### src/rtl/brl_pkg.sv
package brl_pkg;

    // Output pulse width chosen by the board switch
    typedef enum logic {
        PW_LONG  = 1'b0,
        PW_SHORT = 1'b1
    } pw_e;

    // Per-request verdict inside a channel
    typedef enum logic [1:0] {
        DEC_IDLE   = 2'd0,
        DEC_PASS   = 2'd1,
        DEC_GAP    = 2'd2,
        DEC_BUDGET = 2'd3
    } dec_e;

    // Budget settings for one pulse width
    typedef struct packed {
        logic [31:0] weight;
        logic [31:0] thresh;
    } budget_t;

    localparam logic [3:0] BURST_MIN_VER = 4'd4;

    function automatic logic burst_ok(input logic [5:0] code);
        return code[5:2] >= BURST_MIN_VER;
    endfunction

    function automatic int unsigned max2(input int unsigned a, input int unsigned b);
        return (a > b) ? a : b;
    endfunction

    function automatic int unsigned pick_gap(input logic burst, input pw_e pw,
                                             input int unsigned g_cont,
                                             input int unsigned g_long,
                                             input int unsigned g_short);
        if (!burst) return g_cont;
        return (pw == PW_SHORT) ? g_short : g_long;
    endfunction

    function automatic budget_t pick_budget(input pw_e pw,
                                            input budget_t b_long,
                                            input budget_t b_short);
        return (pw == PW_SHORT) ? b_short : b_long;
    endfunction

endpackage

### src/rtl/brl_drain_tick.sv
module brl_drain_tick
    import brl_pkg::*;
#(
    parameter int unsigned P_LONG  = 3000,
    parameter int unsigned P_SHORT = 1200
) (
    input  logic clk,
    input  logic rst,
    input  pw_e  pw_i,
    output logic tick_o
);
    localparam int unsigned P_MAX = max2(P_LONG, P_SHORT);
    localparam int unsigned CW    = (P_MAX > 1) ? $clog2(P_MAX) : 1;

    logic [CW-1:0] cnt_q;
    logic [CW-1:0] last;

    always_comb begin
        last   = (pw_i == PW_SHORT) ? CW'(P_SHORT - 1) : CW'(P_LONG - 1);
        tick_o = (cnt_q >= last);
    end

    always_ff @(posedge clk) begin
        if (rst)         cnt_q <= '0;
        else if (tick_o) cnt_q <= '0;
        else             cnt_q <= cnt_q + 1'b1;
    end

endmodule

### src/rtl/brl_sticky.sv
module brl_sticky #(
    parameter int unsigned N = 4
) (
    input  logic         clk,
    input  logic         rst,
    input  logic [N-1:0] set_i,
    input  logic         wr_i,
    input  logic [N-1:0] w1c_i,
    output logic [N-1:0] err_o
);
    logic [N-1:0] clr;

    always_comb clr = wr_i ? w1c_i : '0;

    always_ff @(posedge clk) begin
        if (rst) err_o <= '0;
        else     err_o <= (err_o & ~clr) | set_i;
    end


    set_wins_chk: assert property (@(posedge clk) disable iff (rst)
        (set_i != '0) |=> ((err_o & $past(set_i)) == $past(set_i)));


    clear_chk: assert property (@(posedge clk) disable iff (rst)
        (wr_i && ((w1c_i & ~set_i) != '0)) |=> ((err_o & $past(w1c_i & ~set_i)) == '0));

endmodule

### src/rtl/brl_chan.sv
module brl_chan
    import brl_pkg::*;
#(
    parameter int unsigned GAP_MAX = 24038,
    parameter int unsigned LVL_MAX = 2048,
    parameter int unsigned SW      = 15,
    parameter int unsigned LW      = 12
) (
    input  logic          clk,
    input  logic          rst,
    input  logic          req_i,
    input  logic          burst_i,
    input  logic          tick_i,
    input  logic [SW-1:0] gap_i,
    input  logic [LW-1:0] wt_i,
    input  logic [LW-1:0] th_i,
    output logic          pass_o,
    output logic          flim_set_o,
    output logic          fwdg_set_o
);
    logic [SW-1:0] since_q, since_d;
    logic [LW-1:0] lvl_q, lvl_d;
    dec_e          dec;
    logic          accept;

    // Verdict: spacing first, then budget
    always_comb begin
        dec = DEC_IDLE;
        if (req_i) begin
            if (since_q < gap_i)                          dec = DEC_GAP;
            else if (burst_i && ((lvl_q + wt_i) > th_i))  dec = DEC_BUDGET;
            else                                          dec = DEC_PASS;
        end
        accept     = (dec == DEC_PASS);
        flim_set_o = (dec == DEC_GAP);
        fwdg_set_o = (dec == DEC_BUDGET);
    end

    // Spacing counter saturates at the largest gap
    always_comb begin
        if (accept)                        since_d = SW'(1);
        else if (since_q >= SW'(GAP_MAX))  since_d = since_q;
        else                               since_d = since_q + 1'b1;
    end

    // Leaky level
    always_comb begin
        lvl_d = lvl_q;
        if (tick_i && (lvl_q != '0)) lvl_d = lvl_d - 1'b1;
        if (accept && burst_i)       lvl_d = lvl_d + wt_i;
    end

    always_ff @(posedge clk) begin
        if (rst) begin
            since_q <= SW'(GAP_MAX);
            lvl_q   <= '0;
            pass_o  <= 1'b0;
        end else begin
            since_q <= since_d;
            lvl_q   <= lvl_d;
            pass_o  <= accept;
        end
    end


    pass_needs_req_chk: assert property (@(posedge clk) disable iff (rst)
        pass_o |-> $past(req_i));


    gap_hold_chk: assert property (@(posedge clk) disable iff (rst)
        (pass_o && req_i && (gap_i > SW'(1))) |-> flim_set_o);


    level_bound_chk: assert property (@(posedge clk) disable iff (rst)
        lvl_q <= LW'(LVL_MAX));

endmodule

### src/rtl/brl_rate_limiter.sv
module brl_rate_limiter
    import brl_pkg::*;
#(
    parameter int unsigned NCH         = 4,
    parameter int unsigned GAP_CONT    = 24038,
    parameter int unsigned GAP_LONG    = 12000,
    parameter int unsigned GAP_SHORT   = 1000,
    parameter int unsigned WT_LONG     = 8,
    parameter int unsigned WT_SHORT    = 2,
    parameter int unsigned TH_LONG     = 2048,
    parameter int unsigned TH_SHORT    = 2048,
    parameter int unsigned DRAIN_LONG  = 3000,
    parameter int unsigned DRAIN_SHORT = 1200
) (
    input  logic           clk,
    input  logic           rst,
    input  logic [NCH-1:0] pulse_req_i,
    input  logic           short_sel_i,
    input  logic [5:0]     hw_code_i,
    input  logic           err_wr_i,
    input  logic [NCH-1:0] flim_w1c_i,
    input  logic [NCH-1:0] fwdg_w1c_i,
    output logic [NCH-1:0] pulse_go_o,
    output logic [NCH-1:0] flim_err_o,
    output logic [NCH-1:0] fwdg_err_o
);
    localparam int unsigned GAP_MAX = max2(GAP_CONT, max2(GAP_LONG, GAP_SHORT));
    localparam int unsigned SW      = $clog2(GAP_MAX + 1);
    localparam int unsigned TH_MAX  = max2(TH_LONG, TH_SHORT);
    localparam int unsigned WT_MAX  = max2(WT_LONG, WT_SHORT);
    localparam int unsigned LW      = $clog2(TH_MAX + WT_MAX + 1);
    localparam budget_t     B_LONG  = '{weight: WT_LONG,  thresh: TH_LONG};
    localparam budget_t     B_SHORT = '{weight: WT_SHORT, thresh: TH_SHORT};

    pw_e           pw;
    logic          burst;
    budget_t       bud;
    logic [SW-1:0] gap_sel;
    logic [LW-1:0] wt_sel, th_sel;
    logic          tick;
    logic [NCH-1:0] flim_set, fwdg_set;

    always_comb begin
        pw      = pw_e'(short_sel_i);
        burst   = burst_ok(hw_code_i);
        gap_sel = SW'(pick_gap(burst, pw, GAP_CONT, GAP_LONG, GAP_SHORT));
        bud     = pick_budget(pw, B_LONG, B_SHORT);
        wt_sel  = LW'(bud.weight);
        th_sel  = LW'(bud.thresh);
    end

    brl_drain_tick #(
        .P_LONG (DRAIN_LONG),
        .P_SHORT(DRAIN_SHORT)
    ) i_tick (
        .clk   (clk),
        .rst   (rst),
        .pw_i  (pw),
        .tick_o(tick)
    );

    for (genvar c = 0; c < NCH; c++) begin : g_ch
        brl_chan #(
            .GAP_MAX(GAP_MAX),
            .LVL_MAX(TH_MAX),
            .SW     (SW),
            .LW     (LW)
        ) i_chan (
            .clk       (clk),
            .rst       (rst),
            .req_i     (pulse_req_i[c]),
            .burst_i   (burst),
            .tick_i    (tick),
            .gap_i     (gap_sel),
            .wt_i      (wt_sel),
            .th_i      (th_sel),
            .pass_o    (pulse_go_o[c]),
            .flim_set_o(flim_set[c]),
            .fwdg_set_o(fwdg_set[c])
        );
    end

    brl_sticky #(.N(NCH)) i_flim (
        .clk  (clk),
        .rst  (rst),
        .set_i(flim_set),
        .wr_i (err_wr_i),
        .w1c_i(flim_w1c_i),
        .err_o(flim_err_o)
    );

    brl_sticky #(.N(NCH)) i_fwdg (
        .clk  (clk),
        .rst  (rst),
        .set_i(fwdg_set),
        .wr_i (err_wr_i),
        .w1c_i(fwdg_w1c_i),
        .err_o(fwdg_err_o)
    );


    verdict_excl_chk: assert property (@(posedge clk) disable iff (rst)
        (flim_set & fwdg_set) == '0);


    no_burst_drop_chk: assert property (@(posedge clk) disable iff (rst)
        (hw_code_i[5:2] < 4'd4) |-> (fwdg_set == '0));

endmodule

### config.mk
export PLATFORM = sky130hd
export DESIGN_NAME = brl_rate_limiter
export DESIGN_NICKNAME = d
export VERILOG_FILES = /design/src/rtl/brl_pkg.sv /design/src/rtl/brl_drain_tick.sv /design/src/rtl/brl_sticky.sv /design/src/rtl/brl_chan.sv /design/src/rtl/brl_rate_limiter.sv
export SDC_FILE = /design/constraint.sdc
export NUM_CORES = 1
export LEC_CHECK = 0
export ABC_AREA = 0
export CAP_MARGIN = 20
export CELL_PAD_IN_SITES_DETAIL_PLACEMENT = 1
export CELL_PAD_IN_SITES_GLOBAL_PLACEMENT = 1
export CORE_MARGIN = 4
export CORE_UTILIZATION = 49
export CTS_CLUSTER_DIAMETER = 30
export DETAILED_ROUTE_END_ITERATION = 12
export PLACE_DENSITY_LB_ADDON = 0.1
export SYNTH_ARGS = -nofsm -noshare
export SYNTH_HDL_FRONTEND = slang
export SYNTH_HIERARCHICAL = 1
export SYNTH_SLANG_ARGS = --single-unit
### constraint.sdc
create_clock -name clk -period 5.03 [get_ports clk]
set_clock_uncertainty 0.05 [all_clocks]
set_input_delay 0.503 -clock clk [delete_from_list [all_inputs] [get_ports clk]]
set_output_delay 0.503 -clock clk [all_outputs]
set_load 0.01 [all_outputs]
* Word level (Yosys, flattened, before mapping)
Cells that the tools add are included.
Cells by class: add/sub/neg operators 17, magnitude comparators 14, equal/unequal tests 16, mux-type cells 34, bitwise gates (word level) 6, reductions and logical operators 21
Operator list (count):
- 2-to-1 mux 15 bit | 9
- 2-to-1 mux 12 bit | 9
- adder 12 x 4 -> 12 bit | 8
- adder 15 x 1 -> 15 bit (second input constant) | 4
- >= comparator 15 bit (second input constant) | 4
- less-than comparator 15 bit | 4
- greater-than comparator 12 bit | 4
- nonzero test 12 bit | 4
- subtractor 12 x 1 -> 12 bit (second input constant) | 4
- 2-to-1 mux 36 bit | 1
- 2-to-1 mux 2 bit | 12
- equality test 2 bit (second input constant) | 8
- 2-to-1 mux 14 bit | 1
- adder 12 x 1 -> 12 bit (second input constant) | 1
- >= comparator 12 bit | 1
- logical AND 1 bit | 12
- OR reduction 2 bit | 5
- AND 4 bit | 2
- equality test 2 x 1 -> 1 bit (second input constant) | 4
- 2-to-1 mux 4 bit | 2
- != test 2 x 1 -> 1 bit (second input constant) | 4
- NOT 4 bit | 2
- bitwise OR 4 bit | 2
- >= comparator 4 x 3 -> 1 bit (second input constant) | 1
Storage, ports and cells: register bits after elaboration 132, output and inout bits 12, word-level logic and storage cells 127

* Longest topological paths before layout
word-level depth 10, depth in mapped cells 18, gate-level depth less buffers 18

* By module
Netlist, hierarchy kept.
By module, submodules not included:
- brl_chan at g_ch[0].i_chan ... | times used 2, cells an instance 365, area each 3017.9 sq um, sequential area each 560.5 sq um
- brl_chan at g_ch[3].i_chan | times used 1, cells an instance 367, area each 3134.3 sq um, sequential area each 560.5 sq um
- brl_chan at g_ch[1].i_chan | times used 1, cells an instance 377, area each 3046.7 sq um, sequential area each 560.5 sq um
- brl_drain_tick | times used 1, cells an instance 74, area each 694.4 sq um, sequential area each 240.2 sq um
- brl_sticky | times used 2, cells an instance 16, area each 145.1 sq um, sequential area each 80.1 sq um
- brl_rate_limiter | times used 1, cells an instance 9, area each 51.3 sq um, sequential area each 0.0 sq um

* Worst setup path after synthesis
No wires, ideal clock.
kind input to register, start point input short_sel_i, end point register g_ch[0].i_chan.lvl_q[11], data arrival time 4003 ps, slack 861 ps, stages on the path 18, cell sequence inv_1 > ha_1 > nand4_1 > a211oi_1 > a2111o_1 > or4b_1 > nor2_1 > o21ai_2 > nor2_1 > xor2_1 > ha_1 > o21a_1 > o21a_1 > nand4_1 > a311oi_1 > xnor2_1 > or3_1 > and3b_1
Between the ends: elaborated cells on any way between the ends 18, those cells by class 2 x add/sub; 3 x order compare; 1 x eq/ne; 9 x mux; 3 x reduce/logical
RTL lines:
- start, declared | RTL line brl_rate_limiter.sv:18 | input logic short_sel_i,
- 2-to-1 mux 12 bit (*) | RTL line brl_drain_tick.sv:19 | last = (pw_i == PW_SHORT) ? CW'(P_SHORT - 1) : CW'(P_LONG - 1);
- >= comparator 12 bit (*) | RTL line brl_drain_tick.sv:20 | tick_o = (cnt_q >= last);
- named net tick | RTL line brl_rate_limiter.sv:40 | logic tick;
- logical AND 1 bit (*) | RTL line brl_chan.sv:49 | if (tick_i && (lvl_q != '0)) lvl_d = lvl_d - 1'b1;
- 2-to-1 mux 12 bit (*) | RTL line brl_chan.sv:49
- adder 12 x 4 -> 12 bit | RTL line brl_chan.sv:50 | if (accept && burst_i) lvl_d = lvl_d + wt_i;
- 2-to-1 mux 12 bit (*) | RTL line brl_chan.sv:50
- end signal, assigned | RTL line brl_chan.sv:60 | lvl_q <= lvl_d;
- end, declared | RTL line brl_chan.sv:22 | logic [LW-1:0] lvl_q, lvl_d;
Mark *: on every way through the listed nets, which the timed path passes. The rest lies on a longest branch. A chain may end at the register's enable or synchronous reset.

==> impl_metrics.toml <==
[place]
dpl_cell_area_sq_um = 14600
gp_congestion = 0.810
place_hpwl_um = 26400
io_buffers = 29

[critical_path]
critPathArrivalTime_ns = 4.92
cpPeakStageDelay_ns = 0.67
cp-start-kind = "input port"
path_max_fanout = 12
critPathBufInv = 4
end_kind = "flop"
critical_path_class = "in -> reg"
cp_cell_sequence = "buf_2, buf_12, inv_1, ha_1, a21oi_1, o21bai_1, a2111oi_0, o31ai_1, a21oi_1, xnor2_1, ha_1, nand4_1, a211o_1, a31oi_1, nand3b_1, buf_4, mux2i_1, nor2_1"
cp_top_family = "compound AO/OA/AOI/OAI gates"
cp_slowest_cell = "a2111oi_0"
worstPathRequired_ns = 5.25

[synth]
synth.yosys.seq_area_share_pct = 19.9
synth_most_common_cell = "ha_1"
synth_area_leader_cell = "ha_1"
netlist.area_leader.share_pct = 20.3
yosys-top-cells-count = "215 x ha_1, 152 x inv_1, 132 x dfxtp_1"
ys_ff_latch = 132
ys.flop_type = "dfxtp_1"
synthDistinctLibCells = 85
synth_area_leaders = "ha_1 20%, dfxtp_1 20%, xor2_1 5.6%, xnor2_1 5.2%, inv_1 4.3%"
avgSynthCellArea_sq_um = 8.34
ys_warn_count = 6
synthCells = 1589
synth_edf_count = 0
async_reset_ff_share_pct = 0
netlist_area_sq_um = 13300

[global_routing]
track_usage_pct = 23.4
grt_pass1_wl_um = 58000
grt_pass1_vias = 12500
grt.overflow.total = 0
antenna_found_initial = 0
grt_max_degree = 53

[layout]
layout-drive-gt1-share_pct = 6.93
fin_area_sq_um = 15200
fill_cells = 3227
area_growth_pct = 14.5
layout.nets = 2021
finish.utilization_pct = 57.6
diodes = 0

[clock_network]
ctsResizeCount = 0
path_clk_slew_ns = 0.06
clk_latency_ns = 0.43
clock_sinks = 132
postCtsSetupRepairBufs = 0
cts_hold_buf = 0
cts_tree = "done"
htreeDepth = 4
clockRootBuffer = "clkbuf_16"
cts_buffers = 17
cts_buffer_depth = 2

[timing]
slew_viol_final = 0
setup_viol = 0
rsz0062_at_grt = "no"
finalCriticalPeriod_ns = 4.70
hold_viol_final = 0
max_freq_ghz = 0.213
fin_tns_setup_ns = 0
slew_headroom_pct = 32.6
tightest_slew_ns = 1.00
final.period_utilization_pct = 93.4

[die]
die-area_sq_um = 29700
core-area_sq_um = 26400
chipHeight_um = 172
start_util_pct = 50.3
die_x_um = 172
rows = 59
io_pins = 34

[detailed_routing]
routed_wl_um = 33900
ant_nets = 0
dr.first_iter.drc_count = 369
avgViaCountPerCell = 5.56
first_pass_iters = 4
drc = 0
avgRoutedWirePerCell_um = 16.0
vias = 11800

[job]
cap_violations = 0

[pwr]
ir_worst_vdd_uv = 184
leakagePower_nw = 7.20
power_mw = 5.47
power_density_nw_per_um2 = 360

[worst_hold_path]
hold_class = "reg -> reg"

[run_status]
status = "completed"
## cell type report
class	count	area, sq um	area share (%)
flip-flops and latches	132	2640	17.4
well taps	335	419	2.76
repair buffers	55	515	3.40
clock buffers	18	439	2.89
multi-input cells	1418	10400	68.7
clock inverters	14	166	1.10
inverters	152	571	3.76
## logic make-up (layout without fill, tap and decap cells)
group           count (synthesis)  after routing  share of synthesized area [%]
simple gates                  461            461                           18.9
buf+inv                       185            239                           5.58
fa+ha+maj                     223            223                           21.5
mux                            27             27                           2.04
xor+xnor                      164            164                           10.9
compound gates                395            395                           21.1
other cells                     2            148                         0.0567
flops                         132            132                           19.9
## layout by cell type, fill, tap and decap left out, types with 12 or more instances in the layout
master and instances:
inv_1 152, nand3_1 26, o21bai_1 43, ha_1 215, o21ai_0 43, a21oi_1 106
o31ai_1 15, xor2_1 84, nor2b_1 19, conb_1 148, nand4_1 51, clkdlybuf4s50_1 27
dfxtp_1 132, buf_4 24, nand2_1 70, a31oi_1 14, clkbuf_16 17, a211oi_1 25
mux2i_1 27, a21o_1 26, xnor2_1 79, and3_1 27, or3_1 12, nor3_1 33
o21a_1 26, and2_1 14, nor2_1 124
## power by group
group          internal, mW  switching (mW)  total, mW
logic                  1.18            1.46       2.64
clock network         0.761           0.544       1.30
registers              1.24           0.276       1.52
total                  3.18            2.28       5.47
## sequential cells by signal, summed over array words and instances, names as in the netlist
name,count
g_ch.i_chan/since_q,60
g_ch.i_chan/lvl_q,48
i_tick/cnt_q,12
g_ch.i_chan/pass_o,4
i_flim/err_o,4
i_fwdg/err_o,4
## through the flow
step	setup WS [ns]	instances	hold slack, ns
floorplan	0.861	1735	0.414
global placement	0.0513	2092	0.410
detailed placement	-0.0477	2092	0.423
CTS	0.378	2124	0.432
global route	0.0276	2124	0.447
finish	0.332	2124	0.436
## layer usage
layer,vias to the layer above,wire (um),track usage (%)
met5,-,0,0
met1,5692,15800,29.3
met3,35,802,3.66
met4,0,468,5.95
li1,5969,-,-
met2,109,16800,41.8
## tightest hold or removal path, cell delays in order, from the launching register on
cell and delay (ns):
dfxtp_1 0.31, nor2_1 0.08, a311oi_1 0.05
## path summary, 6_finish.rpt
| kind | from | to | slack, ns | cells past startpoint |
|---|---|---|---|---|
| max | short_sel_i | g_ch[2].i_chan/lvl_q[2] | 0.33 | 18 |
| min | i_fwdg/err_o[2] | i_fwdg/err_o[2] | 0.44 | 2 |
| max reg2reg | i_tick/cnt_q[0] | g_ch[2].i_chan/lvl_q[11] | 0.38 | 16 |
| min reg2reg | i_fwdg/err_o[2] | i_fwdg/err_o[2] | 0.44 | 2 |
No activity file was read; power rests on OpenSTA's default activity.
